===== src/rtl/octsw_pkg.sv =====
`timescale 1ns/1ps
package octsw_pkg;
    localparam logic [7:0] OPC_WR_ANY  = 8'h81;
    localparam logic [7:0] OPC_RD_ID   = 8'h9F;
    localparam logic [7:0] REG_DUMMY   = 8'h01;
    localparam logic [7:0] REG_MODE    = 8'h00;
    localparam logic [7:0] VAL_DUMMY20 = 8'd20;
    localparam logic [7:0] VAL_OCT_ON  = 8'hE7;
    localparam logic [7:0] VAL_SINGLE  = 8'hFF;
    localparam logic [7:0] VAL_DUM_DEF = 8'h1F;
    localparam logic [4:0] ID_DUMMY_8D = 5'd8;

    typedef enum logic [1:0] {
        PROTO_1S = 2'd0,
        PROTO_8D = 2'd1
    } proto_e;

    typedef enum logic [1:0] {
        RES_OK       = 2'd0,
        RES_XFER_ERR = 2'd1,
        RES_ID_BAD   = 2'd2
    } result_e;

    typedef enum logic [2:0] {
        ST_IDLE,
        ST_EN_DUMMY,
        ST_EN_MODE,
        ST_DIS_MODE,
        ST_READ_ID,
        ST_FINISH
    } state_e;

    typedef struct packed {
        logic [7:0]  opcode;
        logic [2:0]  addr_bytes;
        logic [31:0] addr;
        logic [4:0]  dummy;
        logic [2:0]  data_len;
        logic        is_read;
        logic [15:0] wdata;
        proto_e      proto;
    } req_t;
endpackage


===== src/rtl/octsw_req_build.sv =====
`timescale 1ns/1ps
module octsw_req_build
    import octsw_pkg::*;
#(
    parameter int ADDR_BYTES = 3,
    parameter int ID_LEN     = 3
) (
    input  state_e step,
    input  logic   target_octal,
    input  logic   cur_octal,
    output req_t   req
);
    localparam logic [2:0] AB  = 3'(ADDR_BYTES);
    localparam logic [2:0] IDN = 3'(ID_LEN);

    proto_e cur_proto;
    assign cur_proto = cur_octal ? PROTO_8D : PROTO_1S;

    always_comb begin
        req = '0;
        unique case (step)
            ST_EN_DUMMY: begin
                req.opcode     = OPC_WR_ANY;
                req.addr_bytes = AB;
                req.addr       = {24'd0, REG_DUMMY};
                req.data_len   = 3'd1;
                req.wdata      = {8'd0, VAL_DUMMY20};
                req.proto      = cur_proto;
            end
            ST_EN_MODE: begin
                req.opcode     = OPC_WR_ANY;
                req.addr_bytes = AB;
                req.addr       = {24'd0, REG_MODE};
                req.data_len   = 3'd1;
                req.wdata      = {8'd0, VAL_OCT_ON};
                req.proto      = cur_proto;
            end
            ST_DIS_MODE: begin
                // two bytes: mode selector, then the neighbouring dummy register
                req.opcode     = OPC_WR_ANY;
                req.addr_bytes = AB;
                req.addr       = {24'd0, REG_MODE};
                req.data_len   = 3'd2;
                req.wdata      = {VAL_DUM_DEF, VAL_SINGLE};
                req.proto      = PROTO_8D;
            end
            ST_READ_ID: begin
                req.opcode   = OPC_RD_ID;
                req.dummy    = target_octal ? ID_DUMMY_8D : 5'd0;
                req.data_len = IDN;
                req.is_read  = 1'b1;
                req.proto    = target_octal ? PROTO_8D : PROTO_1S;
            end
            default: req = '0;
        endcase
    end
endmodule


===== src/rtl/octsw_id_check.sv =====
`timescale 1ns/1ps
module octsw_id_check #(
    parameter int          ID_LEN = 3,
    parameter logic [47:0] EXP_ID = 48'h0000_00A7_19C2
) (
    input  logic       clk,
    input  logic       rst_n,
    input  logic       clear,
    input  logic       byte_valid,
    input  logic [7:0] byte_data,
    output logic       match
);
    localparam int CNT_W = $clog2(ID_LEN + 1);
    localparam logic [CNT_W-1:0] CNT_FULL = CNT_W'(ID_LEN);

    logic [CNT_W-1:0] cnt_q;
    logic             bad_q;
    logic [7:0]       exp_byte;

    always_comb begin
        exp_byte = 8'd0;
        for (int i = 0; i < ID_LEN; i++) begin
            if (cnt_q == CNT_W'(i)) exp_byte = EXP_ID[8*i +: 8];
        end
    end

    always_ff @(posedge clk) begin
        if (!rst_n || clear) begin
            cnt_q <= '0;
            bad_q <= 1'b0;
        end else if (byte_valid && cnt_q != CNT_FULL) begin
            cnt_q <= cnt_q + 1'b1;
            if (byte_data != exp_byte) bad_q <= 1'b1;
        end
    end

    assign match = (cnt_q == CNT_FULL) && !bad_q;

    initial begin
        a_id_len_range_r9: assert (ID_LEN >= 1 && ID_LEN <= 6)
            else $error("ID_LEN out of range");
    end
endmodule


===== src/rtl/octal_mode_switcher.sv =====
`timescale 1ns/1ps
module octal_mode_switcher
    import octsw_pkg::*;
#(
    parameter int          ADDR_BYTES = 3,
    parameter int          ID_LEN     = 3,
    parameter logic [47:0] EXP_ID     = 48'h0000_00A7_19C2
) (
    input  logic        clk,
    input  logic        rst_n,
    input  logic        start_enable,
    input  logic        start_disable,
    output logic        busy,
    output logic        done,
    output logic [1:0]  result,
    output logic        octal_mode,
    output logic        req_valid,
    input  logic        req_ready,
    output logic [7:0]  req_opcode,
    output logic [2:0]  req_addr_bytes,
    output logic [31:0] req_addr,
    output logic [4:0]  req_dummy,
    output logic [2:0]  req_data_len,
    output logic        req_is_read,
    output logic [15:0] req_wdata,
    output logic [1:0]  req_proto,
    input  logic        rsp_valid,
    input  logic        rsp_err,
    input  logic        rd_valid,
    input  logic [7:0]  rd_data
);
    state_e  state_q, state_d;
    logic    issued_q, issued_d;
    logic    target_q, target_d;
    result_e res_q, res_d;
    logic    mode_q, mode_d;
    logic    cmd_state;
    logic    id_match;
    logic    id_clear;
    req_t    req;

    octsw_req_build #(.ADDR_BYTES(ADDR_BYTES), .ID_LEN(ID_LEN)) u_build (
        .step        (state_q),
        .target_octal(target_q),
        .cur_octal   (mode_q),
        .req         (req)
    );

    assign id_clear = (state_q == ST_READ_ID) && req_valid && req_ready;

    octsw_id_check #(.ID_LEN(ID_LEN), .EXP_ID(EXP_ID)) u_idchk (
        .clk       (clk),
        .rst_n     (rst_n),
        .clear     (id_clear),
        .byte_valid(rd_valid && issued_q && state_q == ST_READ_ID),
        .byte_data (rd_data),
        .match     (id_match)
    );

    assign cmd_state = (state_q == ST_EN_DUMMY) || (state_q == ST_EN_MODE) ||
                       (state_q == ST_DIS_MODE) || (state_q == ST_READ_ID);

    // next-state logic
    always_comb begin
        state_d  = state_q;
        issued_d = issued_q;
        target_d = target_q;
        res_d    = res_q;
        mode_d   = mode_q;
        unique case (state_q)
            ST_IDLE: begin
                issued_d = 1'b0;
                if (start_enable ^ start_disable) begin
                    target_d = start_enable;
                    state_d  = start_enable ? ST_EN_DUMMY : ST_DIS_MODE;
                end
            end
            ST_EN_DUMMY, ST_EN_MODE, ST_DIS_MODE, ST_READ_ID: begin
                if (!issued_q && req_ready) issued_d = 1'b1;
                if (issued_q && rsp_valid) begin
                    issued_d = 1'b0;
                    if (rsp_err) begin
                        res_d   = RES_XFER_ERR;
                        state_d = ST_FINISH;
                    end else begin
                        unique case (state_q)
                            ST_EN_DUMMY: state_d = ST_EN_MODE;
                            ST_EN_MODE:  state_d = ST_READ_ID;
                            ST_DIS_MODE: state_d = ST_READ_ID;
                            default: begin
                                state_d = ST_FINISH;
                                if (id_match) begin
                                    res_d  = RES_OK;
                                    mode_d = target_q;
                                end else begin
                                    res_d = RES_ID_BAD;
                                end
                            end
                        endcase
                    end
                end
            end
            ST_FINISH: state_d = ST_IDLE;
            default:   state_d = ST_IDLE;
        endcase
    end

    // state register
    always_ff @(posedge clk) begin
        if (!rst_n) begin
            state_q  <= ST_IDLE;
            issued_q <= 1'b0;
            target_q <= 1'b0;
            res_q    <= RES_OK;
            mode_q   <= 1'b0;
        end else begin
            state_q  <= state_d;
            issued_q <= issued_d;
            target_q <= target_d;
            res_q    <= res_d;
            mode_q   <= mode_d;
        end
    end

    // outputs
    always_comb begin
        busy           = (state_q != ST_IDLE);
        done           = (state_q == ST_FINISH);
        result         = res_q;
        octal_mode     = mode_q;
        req_valid      = cmd_state && !issued_q;
        req_opcode     = req.opcode;
        req_addr_bytes = req.addr_bytes;
        req_addr       = req.addr;
        req_dummy      = req.dummy;
        req_data_len   = req.data_len;
        req_is_read    = req.is_read;
        req_wdata      = req.wdata;
        req_proto      = req.proto;
    end

    p_accept_single_r2: assert property (@(posedge clk) disable iff (!rst_n)
        $rose(busy) |-> $past(start_enable ^ start_disable));

    p_done_pulse_r3: assert property (@(posedge clk) disable iff (!rst_n)
        done |=> !done);

    p_result_legal_r3: assert property (@(posedge clk) disable iff (!rst_n)
        done |-> (result != 2'd3));

    p_err_abort_r10: assert property (@(posedge clk) disable iff (!rst_n)
        (busy && !req_valid && rsp_valid && rsp_err) |=>
        (done && result == RES_XFER_ERR && !req_valid));

    p_mode_on_ok_r11: assert property (@(posedge clk) disable iff (!rst_n)
        (octal_mode != $past(octal_mode)) |-> (done && result == RES_OK));

    p_req_hold_r12: assert property (@(posedge clk) disable iff (!rst_n)
        (req_valid && !req_ready) |=>
        (req_valid && $stable(req_opcode) && $stable(req_addr) &&
         $stable(req_proto) && $stable(req_data_len)));
endmodule


===== config.mk =====
export PLATFORM = sky130hd
export DESIGN_NAME = octal_mode_switcher
export DESIGN_NICKNAME = d
export VERILOG_FILES = /design/src/rtl/octsw_pkg.sv /design/src/rtl/octsw_req_build.sv /design/src/rtl/octsw_id_check.sv /design/src/rtl/octal_mode_switcher.sv
export SDC_FILE = /design/constraint.sdc
export NUM_CORES = 1
export LEC_CHECK = 0
export BUFFER_PORTS_ARGS = -buffer_cell sky130_fd_sc_hd__buf_4
export CORE_UTILIZATION = 30
export CTS_CLUSTER_DIAMETER = 120
export DETAILED_ROUTE_END_ITERATION = 6
export PLACE_DENSITY = 0.75
export SLEW_MARGIN = 25
export SYNTH_ARGS = -nofsm -noshare
export SYNTH_HDL_FRONTEND = slang
export SYNTH_SLANG_ARGS = --single-unit

===== constraint.sdc =====
create_clock -name clk -period 2.4 [get_ports clk]
set_input_delay 0.12 -clock clk [delete_from_list [all_inputs] [get_ports clk]]
set_output_delay 0.12 -clock clk [all_outputs]
set_load 0.03 [all_outputs]

==> metrics list, run 1 <==
- The first global-routing pass estimated 3.20 mm of wire.
* Startpoint type of the worst setup path: flop
- Final wirelength: 2.25 mm
* DRC errors left: 0
- Once the clock tree was built, the setup fixing pass inserted 0 buffers.
- Counting I/O delays and the setup requirement, the final critical path takes 2.07 ns.
* Number of hold violations in the final report: 0
* Number of levels in the clock H-tree: 1
- The worst setup path is captured at an output port.
- In the final design database the tool counted 210 nets.
- The clock drives 11 sinks.
* Comb pwr share: 48.4%
* Number of setup violations in the final report: 0
- Sequential group share of total power: 27.1%
- Largest fanout of any net on the critical path: 16
- Number of clock buffers inserted by TritonCTS: 3
- Post-synthesis instance total: 159
- Horiz. Die Dim: 66.2 microns
* Fill cell total of the finished layout: 412
- For this design the top-level I/O count stands at 92.
- Number of global-route vias before repair: 780
* Synth Flop Type: sky130_fd_sc_hd__dfxtp_1
- The synthesized design devotes to its leading area cell type 35.9% of total area.
- For this run, the number of Yosys warnings is 0.
- Latest clock arrival within the worst-skew pair: 0.24 ns
- Detailed Route Iter0 Violations: 53
- Top cell type by total area after synthesis: sky130_fd_sc_hd__buf_4
- Setup repair after global routing left no endpoint under its margin.
- Floorplan die area: 4380 sq um
* Routed vias: 986
- Yosys mapped a number of flops with a built-in enable equal to 0.
- Data required time at the worst endpoint: 2.28 ns
- For this run, the detailed router's first-pass iteration total came to 4.
- Peak supply drop: 0.000219 V
- Residual antenna-violating net count after detailed routing: 0
- After detailed routing, the average wire length per cell comes to 9.49 microns.
- The number of different library cells used by synthesis comes to 38.
- Worst hold slack after final layout: 0.103 ns
- Leakage Power: 0.000703 uW
- Dividing the final minimum period by the clock period gives 86.3%.
- The HPWL after detailed placement is 1.77 mm.
- The initial antenna violation count was 0.
* Synth area leaders: sky130_fd_sc_hd__buf_4, sky130_fd_sc_hd__dfxtp_1, sky130_fd_sc_hd__ha_1, sky130_fd_sc_hd__o21ai_0, sky130_fd_sc_hd__nor2_1
* Net switching power of the design: 361 uW
- Entering global routing, the biggest net connects 17 pins.
- The number of slew-limit violations in the final report was 0.
* PostCTS Resize Cnt: 0
- Antenna cell count: 0
- In this run, the clock network consumes 24.4% of the power.
- Internal power of the cells: 421 uW
- Gr ovfl total: 0
* Area after DPL: 1350 sq um
- Synthesis inferred 11 register bits.
- Clock-pin slew was measured on the worst setup and hold paths at 0.05 ns.
- Clk_skew: 0.000372 ns
- After detailed routing, the number of vias per cell comes to 4.16.
- The tree is rooted in a sky130_fd_sc_hd__clkbuf_8.
- Most frequent cell after synthesis: sky130_fd_sc_hd__buf_4
* Std-Cell Core Area: 3800 sq um
- Setup TNS: 0 ns
- Number of placement rows: 22
* Number of maximum-capacitance violations: 0
- The commonest cells after synthesis are sky130_fd_sc_hd__buf_4, sky130_fd_sc_hd__dfxtp_1, sky130_fd_sc_hd__nor2_1, sky130_fd_sc_hd__o21ai_0.
- Global routing usage summed across all routing layers: 9.59%
* Fraction of synthesis flops using an asynchronous set or reset pin: 0%
- Critical path start-end classification: reg -> out
- Post-synthesis sequential area ratio: 17.8%
- For the worst setup path, the data arrival time is 1.95 ns.
* Number of buffers added to fix hold violations after cts: 0
- The clock passes through at most 2 buffers.
* Cell area after synthesis: 1230 sq um
- Number of port buffers: 48
* Power density over the cells: 560 nW/um^2
- Status: complete, no violations
* Fraction of final layout cells sized beyond drive strength 1: 30.2%
* Switching power as a share of total power: 46.2%
- CTS tree: done
- Derived from the worst setup path, the maximum achievable clock frequency is 0.483 GHz.
* Mean instance size in the synthesized netlist: 7.77 sq um
- Once layout is done, the placed cells without fillers occupy 1400 sq um.
* Area delta synth->final: 13.1%
- Initial core utilization: 32.5%
- Routability-driven placement finished with a final weighted congestion of 0.770.
- The die is 66.2 microns tall.
* Min-Delay Path Class: in -> reg
==> final timing paths <==
check        slack (ns)                     startpoint  cells after the start                    endpoint
max                0.33        state_q[1]$_SDFFE_PN0P_                      5                req_proto[0]
max reg2reg        0.60  u_idchk.cnt_q[0]$_SDFFE_PP0P_                      5  u_idchk.bad_q$_SDFFE_PP0P_
min reg2reg        0.49         result[1]$_SDFFE_PN0P_                      2      result[1]$_SDFFE_PN0P_
min                0.10                      rsp_valid                      2       issued_q$_SDFFE_PN0P_
==> stage by stage <==
step / setup slack [ns] / util (%) / cells / total power [uW]
global placement: 0.630 / 35.6 / 233 / 592
floorplan: 0.626 / - / 201 / 565
finish: 0.328 / 36.8 / 237 / 783
CTS: 0.309 / 36.8 / 237 / 786
global route: 0.204 / 36.8 / 237 / 822
detailed placement: 0.591 / 35.6 / 233 / 595
==> logic make-up (layout without fill, tap and decap cells) <==
logic type      after synthesis  after routing  share of synthesized area [%]
fa+ha+maj                     4              4                           4.05
xor+xnor                      5              5                           3.55
flops                        11             11                           17.8
buf+inv                      71             59                           39.5
compound gates               25             25                           13.5
other cells                   1             43                          0.304
simple gates                 40             40                           19.7
mux                           2              2                           1.62
==> registers in the layout (all words and copies together) (netlist names) <==
| signal | count |
|---|---|
| octal_mode | 1 |
| issued_q | 1 |
| result | 2 |
| state_q | 3 |
| target_q | 1 |
| u_idchk.bad_q | 1 |
| u_idchk.cnt_q | 2 |
==> metal layers <==
layer | track usage, % | share of wire (%) | up-vias
li1 | - | - | 486
met1 | 10.7 | 42 | 438
met2 | 16.6 | 47 | 57
met3 | 1.55 | 8.0 | 5
met4 | 6.38 | 2.6 | 0
met5 | 0 | 0 | -
==> placed cells by master, fill, tap and decap left out, types with 2 or more instances in the layout <==
cell type                   n
sky130_fd_sc_hd__xnor2_1    2
sky130_fd_sc_hd__dfxtp_1   11
sky130_fd_sc_hd__nand2b_1   3
sky130_fd_sc_hd__buf_4     48
sky130_fd_sc_hd__clkbuf_8   3
sky130_fd_sc_hd__and2_1     2
sky130_fd_sc_hd__a211oi_1   3
sky130_fd_sc_hd__a21oi_1    5
sky130_fd_sc_hd__mux2i_1    2
sky130_fd_sc_hd__conb_1    43
sky130_fd_sc_hd__or2_1      2
sky130_fd_sc_hd__inv_1      6
sky130_fd_sc_hd__xor2_1     3
sky130_fd_sc_hd__nor2b_1    2
sky130_fd_sc_hd__nand2_1    6
sky130_fd_sc_hd__a21boi_0   2
sky130_fd_sc_hd__nor2_1     7
sky130_fd_sc_hd__or3_1      3
sky130_fd_sc_hd__nor3_1     3
sky130_fd_sc_hd__ha_1       4
sky130_fd_sc_hd__o21ai_0    7
sky130_fd_sc_hd__nand3_1    5
==> final cells by class <==
cell class	instances	area (sq um)	area share, %
Sequential cell	11	220	15.8
Timing Repair Buffer	48	360	25.8
Clock buffer	4	45.0	3.23
Tap cell	48	60.1	4.30
Multi-Input combinational cell	119	684	49.0
Inverter	7	26.3	1.88
==> worst max-delay path, cell delays in order (launching register included) <==
cell,delay (ns)
sky130_fd_sc_hd__dfxtp_1,0.62
sky130_fd_sc_hd__or3b_1,0.38
sky130_fd_sc_hd__inv_2,0.13
sky130_fd_sc_hd__and2_1,0.19
sky130_fd_sc_hd__or2_1,0.22
sky130_fd_sc_hd__buf_4,0.17
==> power groups by stage <==
stage,registers [uW],clock network [uW],logic (uW)
after detailed placement,216,0,379
after floorplan,201,0,364
after CTS,212,193,380
after global placement,215,0,377
after global routing,215,206,400
final,212,191,379
Power figures use the tool's default switching activity.
==> inputs of run 2 (changes only) <==
Settings changed: ABC_AREA from default to 1, PLACE_DENSITY 0.75 to 0.74.
==> run 2 against run 1 <==
Compared with the run above: register-to-register slack gained 0.44 ns; clock skew up 0.0021 ns; area after synthesis grew 1.7%; first-iteration DRC count fell by 45%; synthesized cell count up 25%; fmax increased by 29%; die area up 1.7%; utilization is 0.60 points lower; wire length rose by 4.3%; non-clock buffer count unchanged; total power rose by 89%.
==> metrics list, run 2 <==
* Routed vias: 1,099 (was 986)
- Number of hold violations in the final report: 0 (unchanged)
- Number of clock buffers inserted by TritonCTS: 3 (unchanged)
- The most frequently used cell type in the post-synthesis netlist is sky130_fd_sc_hd__buf_4 (unchanged).
- Critical path endpoint category: output port (unchanged)
- The nature of the critical path startpoint is a flop (unchanged).
- Commonest non-fill, non-tap cell in the layout: sky130_fd_sc_hd__buf_4 (unchanged)
* Clock transition at path regs: 0.05 ns (about the same)
- Final Net Count: 255 (was 210)
- Number of maximum-capacitance violations: 0 (unchanged)
- The startpoint-to-endpoint class of the critical path was reg -> out (unchanged).
- The data arrival time of the critical path was 1.49 ns (was 1.95 ns).
- The routed wire length per instance is 8.26 microns (was 9.49 microns).
- Detailed Route Iter0 Violations: 29 (was 53)
- Status: complete, no violations (unchanged)
- The largest buffer count on any clock path came to 2 (unchanged).
- CP Launch Point: state_q[2]$_SDFFE_PN0P_ (was state_q[1]$_SDFFE_PN0P_)
- Setup TNS: 0 ns (unchanged)
- The top-area cell type share of the netlist area came to 34.7% (was 35.9%).
- Number of different library cells in the post-synthesis netlist: 23 (was 38)
- The maximum clock frequency was 0.621 GHz (was 0.483 GHz).
- Mean instance size in the synthesized netlist: 6.34 sq um (was 7.77 sq um)
- Synthesized flop and latch total: 11 (unchanged)
- Worst reg2reg startpoint: u_idchk.cnt_q[0]$_SDFFE_PP0P_ (unchanged)
* Root buf cell: sky130_fd_sc_hd__clkbuf_8 (unchanged)
* Clk_skew: 0.00249 ns (was 0.000372 ns)
- The total power density per cell area is 1020 nW/um^2 (was 560 nW/um^2).
* Number of port buffers: 48 (unchanged)
- The number of slew-limit violations in the final report was 0 (unchanged).
- Setup repair after global routing missed its margin: no (unchanged).
- The fraction of layout instances using a drive strength above 1 came to 25.2% (was 30.2%).
* Antenna cell count: 0 (unchanged)
* Std-Cell Core Area: 4000 sq um (was 3800 sq um)
- The number of synthesized flops with an enable pin came to 0 (unchanged).
* Latest clock arrival within the worst-skew pair: 0.24 ns (about the same)
* Horiz. Die Dim: 66.7 microns (was 66.2 microns)
* Number of post-CTS setup repair buffers: 0 (unchanged)
- Final critical path time including I/O delays and setup: 1.61 ns (was 2.07 ns)
- Post-synthesis instance total: 198 (was 159)
- The mapped cell area was 1260 sq um (was 1230 sq um).
* Placer Congestion: 0.806 (was 0.770)
- Data required time at the worst endpoint: 2.28 ns (about the same)
- Residual antenna-violating net count after detailed routing: 0 (unchanged)
- Largest reg by FF count: state_q (unchanged)
* Area delta synth->final: 15.1% (was 13.1%)
* Number of global-route vias before repair: 903 (was 780)
- Commonest cells after routing, fill and taps aside: sky130_fd_sc_hd__buf_4, sky130_fd_sc_hd__conb_1, sky130_fd_sc_hd__nand2_1, sky130_fd_sc_hd__inv_1, sky130_fd_sc_hd__nor2_1 (was sky130_fd_sc_hd__buf_4, sky130_fd_sc_hd__conb_1, sky130_fd_sc_hd__dfxtp_1, sky130_fd_sc_hd__nor2_1, sky130_fd_sc_hd__o21ai_0).
- Y dimension of the die: 66.7 microns (was 66.2 microns)
* Number of placement rows: 23 (was 22)
- HPWL reported at the end of detailed placement: 1.98 mm (was 1.77 mm)
- The total of hold buffers inserted after clock tree synthesis was 0 (unchanged).
* Fraction of synthesis flops using an asynchronous set or reset pin: 0% (unchanged)
- Number of iterations in the first detailed-routing pass: 4 (unchanged)
* Antenna violations before repair: 0 (unchanged)
* Final worst path period share: 67.1% (was 86.3%)
* Peak supply drop: 0.000331 V (was 0.000219 V)
- CTS tree: done (unchanged)
* Post-synthesis sequential area ratio: 17.5% (was 17.8%)
- Synth area leaders: sky130_fd_sc_hd__buf_4, sky130_fd_sc_hd__dfxtp_1, sky130_fd_sc_hd__nand2_1, sky130_fd_sc_hd__inv_1, sky130_fd_sc_hd__nor2_1 (was sky130_fd_sc_hd__buf_4, sky130_fd_sc_hd__dfxtp_1, sky130_fd_sc_hd__ha_1, sky130_fd_sc_hd__o21ai_0, sky130_fd_sc_hd__nor2_1)
* Leakage Power: 0.000871 uW (was 0.000703 uW)
* Synth Flop Type: sky130_fd_sc_hd__dfxtp_1 (unchanged)
- Final wirelength: 2.35 mm (was 2.25 mm)
- Gr ovfl total: 0 (unchanged)
- The worst slack on hold paths is 0.146 ns (was 0.103 ns).
- DRC errors left: 0 (unchanged)
- Number of levels in the clock H-tree: 1 (unchanged)
- The cell taking the most area after synthesis is sky130_fd_sc_hd__buf_4 (unchanged).
- The source of the worst hold timing path is start_enable (was rsp_valid).
- The number of sinks driven by the clock tree was 11 (unchanged).
* Initial core utilization: 31.4% (was 32.5%)
- Largest register FFs: 3 (unchanged)
* Register-to-Register Setup Slack: 1.04 ns (was 0.60 ns)
* Top cells by count, synth: sky130_fd_sc_hd__buf_4, sky130_fd_sc_hd__nand2_1, sky130_fd_sc_hd__inv_1 (was sky130_fd_sc_hd__buf_4, sky130_fd_sc_hd__dfxtp_1, sky130_fd_sc_hd__nor2_1, sky130_fd_sc_hd__o21ai_0)
- Global routing usage summed across all routing layers: 10.3% (was 9.59%)
* Ports: 92 (unchanged)
- Floorplan die area: 4450 sq um (was 4380 sq um)
- The count of yosys warnings during synthesis came to 0 (unchanged).
- The pin count of the biggest net entering global routing came to 10 (was 17).
* Largest fanout of any net on the critical path: 7 (was 16)
* Number of setup violations in the final report: 0 (unchanged)
* First-pass GRT wire length: 3.52 mm (was 3.20 mm)
- Routed vias/inst: 3.87 (was 4.16)
- The post-cts gate resize count is 0 (unchanged).
* Min-Delay Path Class: in -> reg (unchanged)
==> run 2: cell count changes in the layout (fill, tap and decap cells not counted), moves of 3 or more <==
cell                       change
sky130_fd_sc_hd__nand2_1      +34
sky130_fd_sc_hd__inv_1        +22
sky130_fd_sc_hd__nor2_1       +12
sky130_fd_sc_hd__a21oi_1       +3
sky130_fd_sc_hd__nand2b_1      -3
sky130_fd_sc_hd__or3_1         -3
sky130_fd_sc_hd__xor2_1        -3
==> run 2: report_power, final <==
group	switching (uW)	internal (uW)	total (uW)
Combinational	720	321	1040
Sequential	34.5	213	247
Clock	73.4	117	190
Total	828	651	1480
==> run 2: path summary, 6_finish.rpt <==
check,cells after the start,endpoint
hold / removal,3,target_q$_SDFFE_PN0P_
setup / recovery,5,req_proto[0]
hold reg to reg,2,u_idchk.bad_q$_SDFFE_PP0P_
setup reg to reg,10,u_idchk.bad_q$_SDFFE_PP0P_
==> run 2: logic make-up after synthesis <==
logic type                 after synthesis  synth area share, %
AOI/OAI and AO/OA                       21                 9.26
adders and majority gates                4                 3.98
DFF                                     11                 17.5
buffers and inverters                   89                 43.9
other                                    1                0.299
xor gates and xnor gates                 2                 1.39
and+or+nand+nor                         70                 23.6
==> run 2: cell type report <==
class | instances | area, sq um
Clock buffer | 4 | 45.0
Fill cell | 453 | 2550
Inverter | 31 | 116
Multi-Input combinational cell | 140 | 642
Sequential cell | 11 | 220
Tap cell | 50 | 62.6
Timing Repair Buffer | 48 | 360
==> run 2: metal layers <==
layer  GRT usage (%)  part of all wire [%]  wire length, microns
met1            11.8                    41                   955
met2            17.9                    49                  1160
met3            1.37                   7.4                   173
met4            6.12                   2.4                    57
met5               0                     0                     0
==> run 2: stage by stage <==
stage	instances	power [uW]	util (%)	instance area (sq um)	worst slack (ns)
finish	284	1480	36.2	1450	0.791
global route	284	1580	36.2	1450	0.721
CTS	284	1480	36.2	1450	0.803
detailed placement	280	1290	35.0	1400	1.04
global placement	280	1280	35.0	1400	1.06
floorplan	240	1120	-	1410	0.569
==> run 2: worst max-delay path, stage by stage, from the launching register on <==
cell,delay (ns)
sky130_fd_sc_hd__dfxtp_1,0.46
sky130_fd_sc_hd__nor2_1,0.11
sky130_fd_sc_hd__nand2_1,0.11
sky130_fd_sc_hd__inv_1,0.12
sky130_fd_sc_hd__a211o_1,0.28
sky130_fd_sc_hd__buf_4,0.17
==> inputs of run 3 (changes only) <==
Settings changed: ABC_AREA 1 to 0, PLACE_DENSITY 0.74 to 0.75.
Clock period 2.4 ns to 1.6 ns, I/O delays scaled along.
==> run 3 against run 2 <==
Compared with the run above: design area rose by 9.0%; sequential power up 20%; register-to-register slack worse by 1.0 ns; critical path depth unchanged; first-iteration DRC count is 45% lower; setup slack got worse by 0.79 ns.
==> metrics list, run 3 (same netlist as run 1, synthesis figures left out) <==
* Status: complete, no violations (unchanged)
* Antenna cell count: 0 (unchanged)
- Clk_skew: 0.00467 ns (was 0.00249 ns)
* Met3 usage in global routing: 2.07% (was 1.37%)
* Ports: 92 (unchanged)
- Number of buffer and inverter instances along the worst setup path: 1 (was 2)
- The busiest layer in global routing is met2 (unchanged).
* Number of iterations in the first detailed-routing pass: 4 (unchanged)
- After layout, the worst path uses 99.8% of the clock period.
- The count of final setup violators came to 0 (unchanged).
- Setup repair after global routing missed its margin: yes (was no).
* Latest clock arrival within the worst-skew pair: 0.24 ns (about the same)
- Placer Congestion: 0.766 (was 0.806)
- The number of sinks driven by the clock tree is 11 (unchanged).
- The net switching share of the total power was 45.5% (was 56.0%).
* Commonest cells after routing, fill and taps aside: sky130_fd_sc_hd__buf_4, sky130_fd_sc_hd__conb_1, sky130_fd_sc_hd__dfxtp_1, sky130_fd_sc_hd__nor2_1, sky130_fd_sc_hd__o21ai_0 (was sky130_fd_sc_hd__buf_4, sky130_fd_sc_hd__conb_1, sky130_fd_sc_hd__nand2_1, sky130_fd_sc_hd__inv_1, sky130_fd_sc_hd__nor2_1)
- The register containing the most flip-flops in the final layout is state_q (unchanged).
- Largest fanout of any net on the critical path: 3 (was 7)
* Fraction of final layout cells sized beyond drive strength 1: 42.6% (was 25.2%)
- Max incr delay on CP: 0.39 ns (was 0.46 ns)
- Startpoint type of the worst setup path: flop (unchanged)
- Gr ovfl total: 0 (unchanged)
- Final wirelength: 2.45 mm (was 2.35 mm)
* Final instance area: 1580 sq um (was 1450 sq um)
- The clock transition at the register clock pins on the worst setup and hold paths after CTS came to 0.05 ns (about the same).
- Final critical path time including I/O delays and setup: 1.60 ns
- Detailed Route Iter0 Violations: 16 (was 29)
* Least setup slack across all paths after layout: 0.00317 ns (was 0.791 ns)
- The cell with the largest stage delay on the worst path is sky130_fd_sc_hd__or4_1 (was sky130_fd_sc_hd__dfxtp_1).
* Number of global-route vias before repair: 927 (was 903)
- The proportion of power drawn by the clock network came to 23.1% (was 12.9%).
- The relative contribution of combinational cells to total power is 52.2% (was 70.4%).
- The data required time of the worst path is 1.71 ns (was 2.28 ns).
* Root buf cell: sky130_fd_sc_hd__clkbuf_8 (unchanged)
* Number of hold violations in the final report: 0 (unchanged)
- The routed wire length per instance is 9.81 microns (was 8.26 microns).
- Largest register FFs: 3 (unchanged)
* Floorplan die area: 4380 sq um (was 4450 sq um)
* Final Net Count: 223 (was 255)
- The total CTS buffers was 3 (unchanged).
- Critical path endpoint category: flop (was output port)
* First-pass GRT wire length: 3.89 mm (was 3.52 mm)
- The total power density per cell area is 763 nW/um^2 (was 1020 nW/um^2).
- The net switching power was 547 uW (was 828 uW).
* Area after DPL: 1440 sq um (was 1400 sq um)
* Pre-CTS worst setup slack: -0.0722 ns (was 1.04 ns)
- The remaining antenna violation count after routing came to 0 (unchanged).
* Total count of max-transition violations in the final report: 0 (unchanged)
- Routed vias: 1,049 (was 1,099)
* Sequential group share of total power: 24.7% (was 16.7%)
- Routed vias/inst: 4.20 (was 3.87)
- Upper clock frequency limit: 0.626 GHz
* DRC errors left: 0 (unchanged)
* Area delta synth->final: 27.7% (was 15.1%)
- Initial core utilization: 32.5% (was 31.4%)
- The cell count after placement is 240 (was 280).
- Antenna violations before repair: 0 (unchanged)
* Y dimension of the die: 66.2 microns (was 66.7 microns)
* Setup TNS: 0 ns (unchanged)
- Fin util: 41.5% (was 36.2%)
- The global routing usage on met2 is 20.2% (was 17.9%).
- The pin count of the biggest net entering global routing was 16 (was 10).
* Commonest non-fill, non-tap cell in the layout: sky130_fd_sc_hd__buf_4 (unchanged)
- Number of placement rows: 22 (was 23)
- Met1 layer usage reported by global route: 12.8% (was 11.8%)
- The CTS tree is done (unchanged).
* Max clock buf depth: 2 (unchanged)
- The family with the most delay on the worst path is compound AO/OA/AOI/OAI gates (was flip-flops).
- Ordered cell list for the critical path: buf_6, ha_4, or4_1, a222oi_1, a211oi_1 (was nor2_1, nand2_1, inv_1, a211o_1, buf_4)
- Leakage Power: 0.000789 uW (was 0.000871 uW)
* HPWL reported at the end of detailed placement: 1.91 mm (was 1.98 mm)
* Global routing usage summed across all routing layers: 11.4% (was 10.3%)
- The register-to-register setup slack was 0.003 ns (was 1.04 ns).
- The internal portion of total power was 655 uW (was 651 uW).
- The horizontal die dimension is 66.2 microns (was 66.7 microns).
- Arrival time at the worst endpoint: 1.70 ns (was 1.49 ns)
- The worst vdd rail ir drop came to 0.000485 V (was 0.000331 V).
- Std-Cell Core Area: 3800 sq um (was 4000 sq um)
* Number of port buffers: 48 (unchanged)
* Number of buffers added to fix hold violations after cts: 0 (unchanged)
* Number of levels in the clock H-tree: 1 (unchanged)
- The number of cells in the finished layout apart from fillers came to 250 (was 284).
* Number of maximum-capacitance violations: 0 (unchanged)
- Critical path start-end classification: reg -> reg (was reg -> out)
- Min-Delay Path Class: in -> reg (unchanged)
==> run 3: changes by cell type in the layout (fill, tap and decap cells not counted), moves of 5 or more <==
cell                      delta
sky130_fd_sc_hd__nand2_1    -35
sky130_fd_sc_hd__buf_4       +8
sky130_fd_sc_hd__buf_6       +5
sky130_fd_sc_hd__nor2_1     -12
sky130_fd_sc_hd__inv_1      -24
==> run 3: routing by layer <==
metal | vias to the layer above | part of all wire, %
met2 | 60 | 51
li1 | 513 | -
met1 | 472 | 39
met3 | 4 | 7.9
met4 | 0 | 2.0
met5 | - | 0
==> run 3: power by group through the flow <==
stage,Combinational (uW),Clock (uW),Sequential (uW)
floorplan,548,0,300
global placement,600,0,300
detailed placement,604,0,301
CTS,620,281,296
global route,665,295,300
finish,628,277,297
==> run 3: layout make-up <==
type                       count  area, sq um
fill                         401         2220
multi-input combinational    119          736
clock inverter                 1         5.00
clock buffer                   3         41.3
sequential                    11          226
tap                           48         60.1
inverter                       7         31.3
timing repair buffer          61          477
==> run 3: per-stage QoR <==
stage	total power, uW	hold slack (ns)
global placement	901	0.306
floorplan	848	0.193
CTS	1200	0.0786
finish	1200	0.0765
global route	1260	0.0809
detailed placement	905	0.324
==> run 3: worst register-to-register path, stage by stage (launching register included) <==
cell and delay [ns]:
sky130_fd_sc_hd__dfxtp_4 0.35, sky130_fd_sc_hd__buf_6 0.12, sky130_fd_sc_hd__ha_4 0.15, sky130_fd_sc_hd__or4_1 0.39, sky130_fd_sc_hd__a222oi_1 0.35, sky130_fd_sc_hd__a211oi_1 0.11
==> run 3: path summary, 6_finish.rpt <==
kind	start	to	depth (start not counted)
hold reg to reg	result[1]$_SDFFE_PN0P_	result[1]$_SDFFE_PN0P_	2
setup / recovery	u_idchk.cnt_q[1]$_SDFFE_PP0P_	u_idchk.bad_q$_SDFFE_PP0P_	5
hold / removal	rsp_valid	issued_q$_SDFFE_PN0P_	2
setup reg to reg	u_idchk.cnt_q[1]$_SDFFE_PP0P_	u_idchk.bad_q$_SDFFE_PP0P_	5
==> run 3: what timing repair did <==
| item | CTS | global route |
|---|---|---|
| pin swaps | 4 | 1 |
| setup endpoints to repair | 7 | 6 |
| gates resized for setup | 10 | 5 |
| buffers inserted | 4 | 2 |
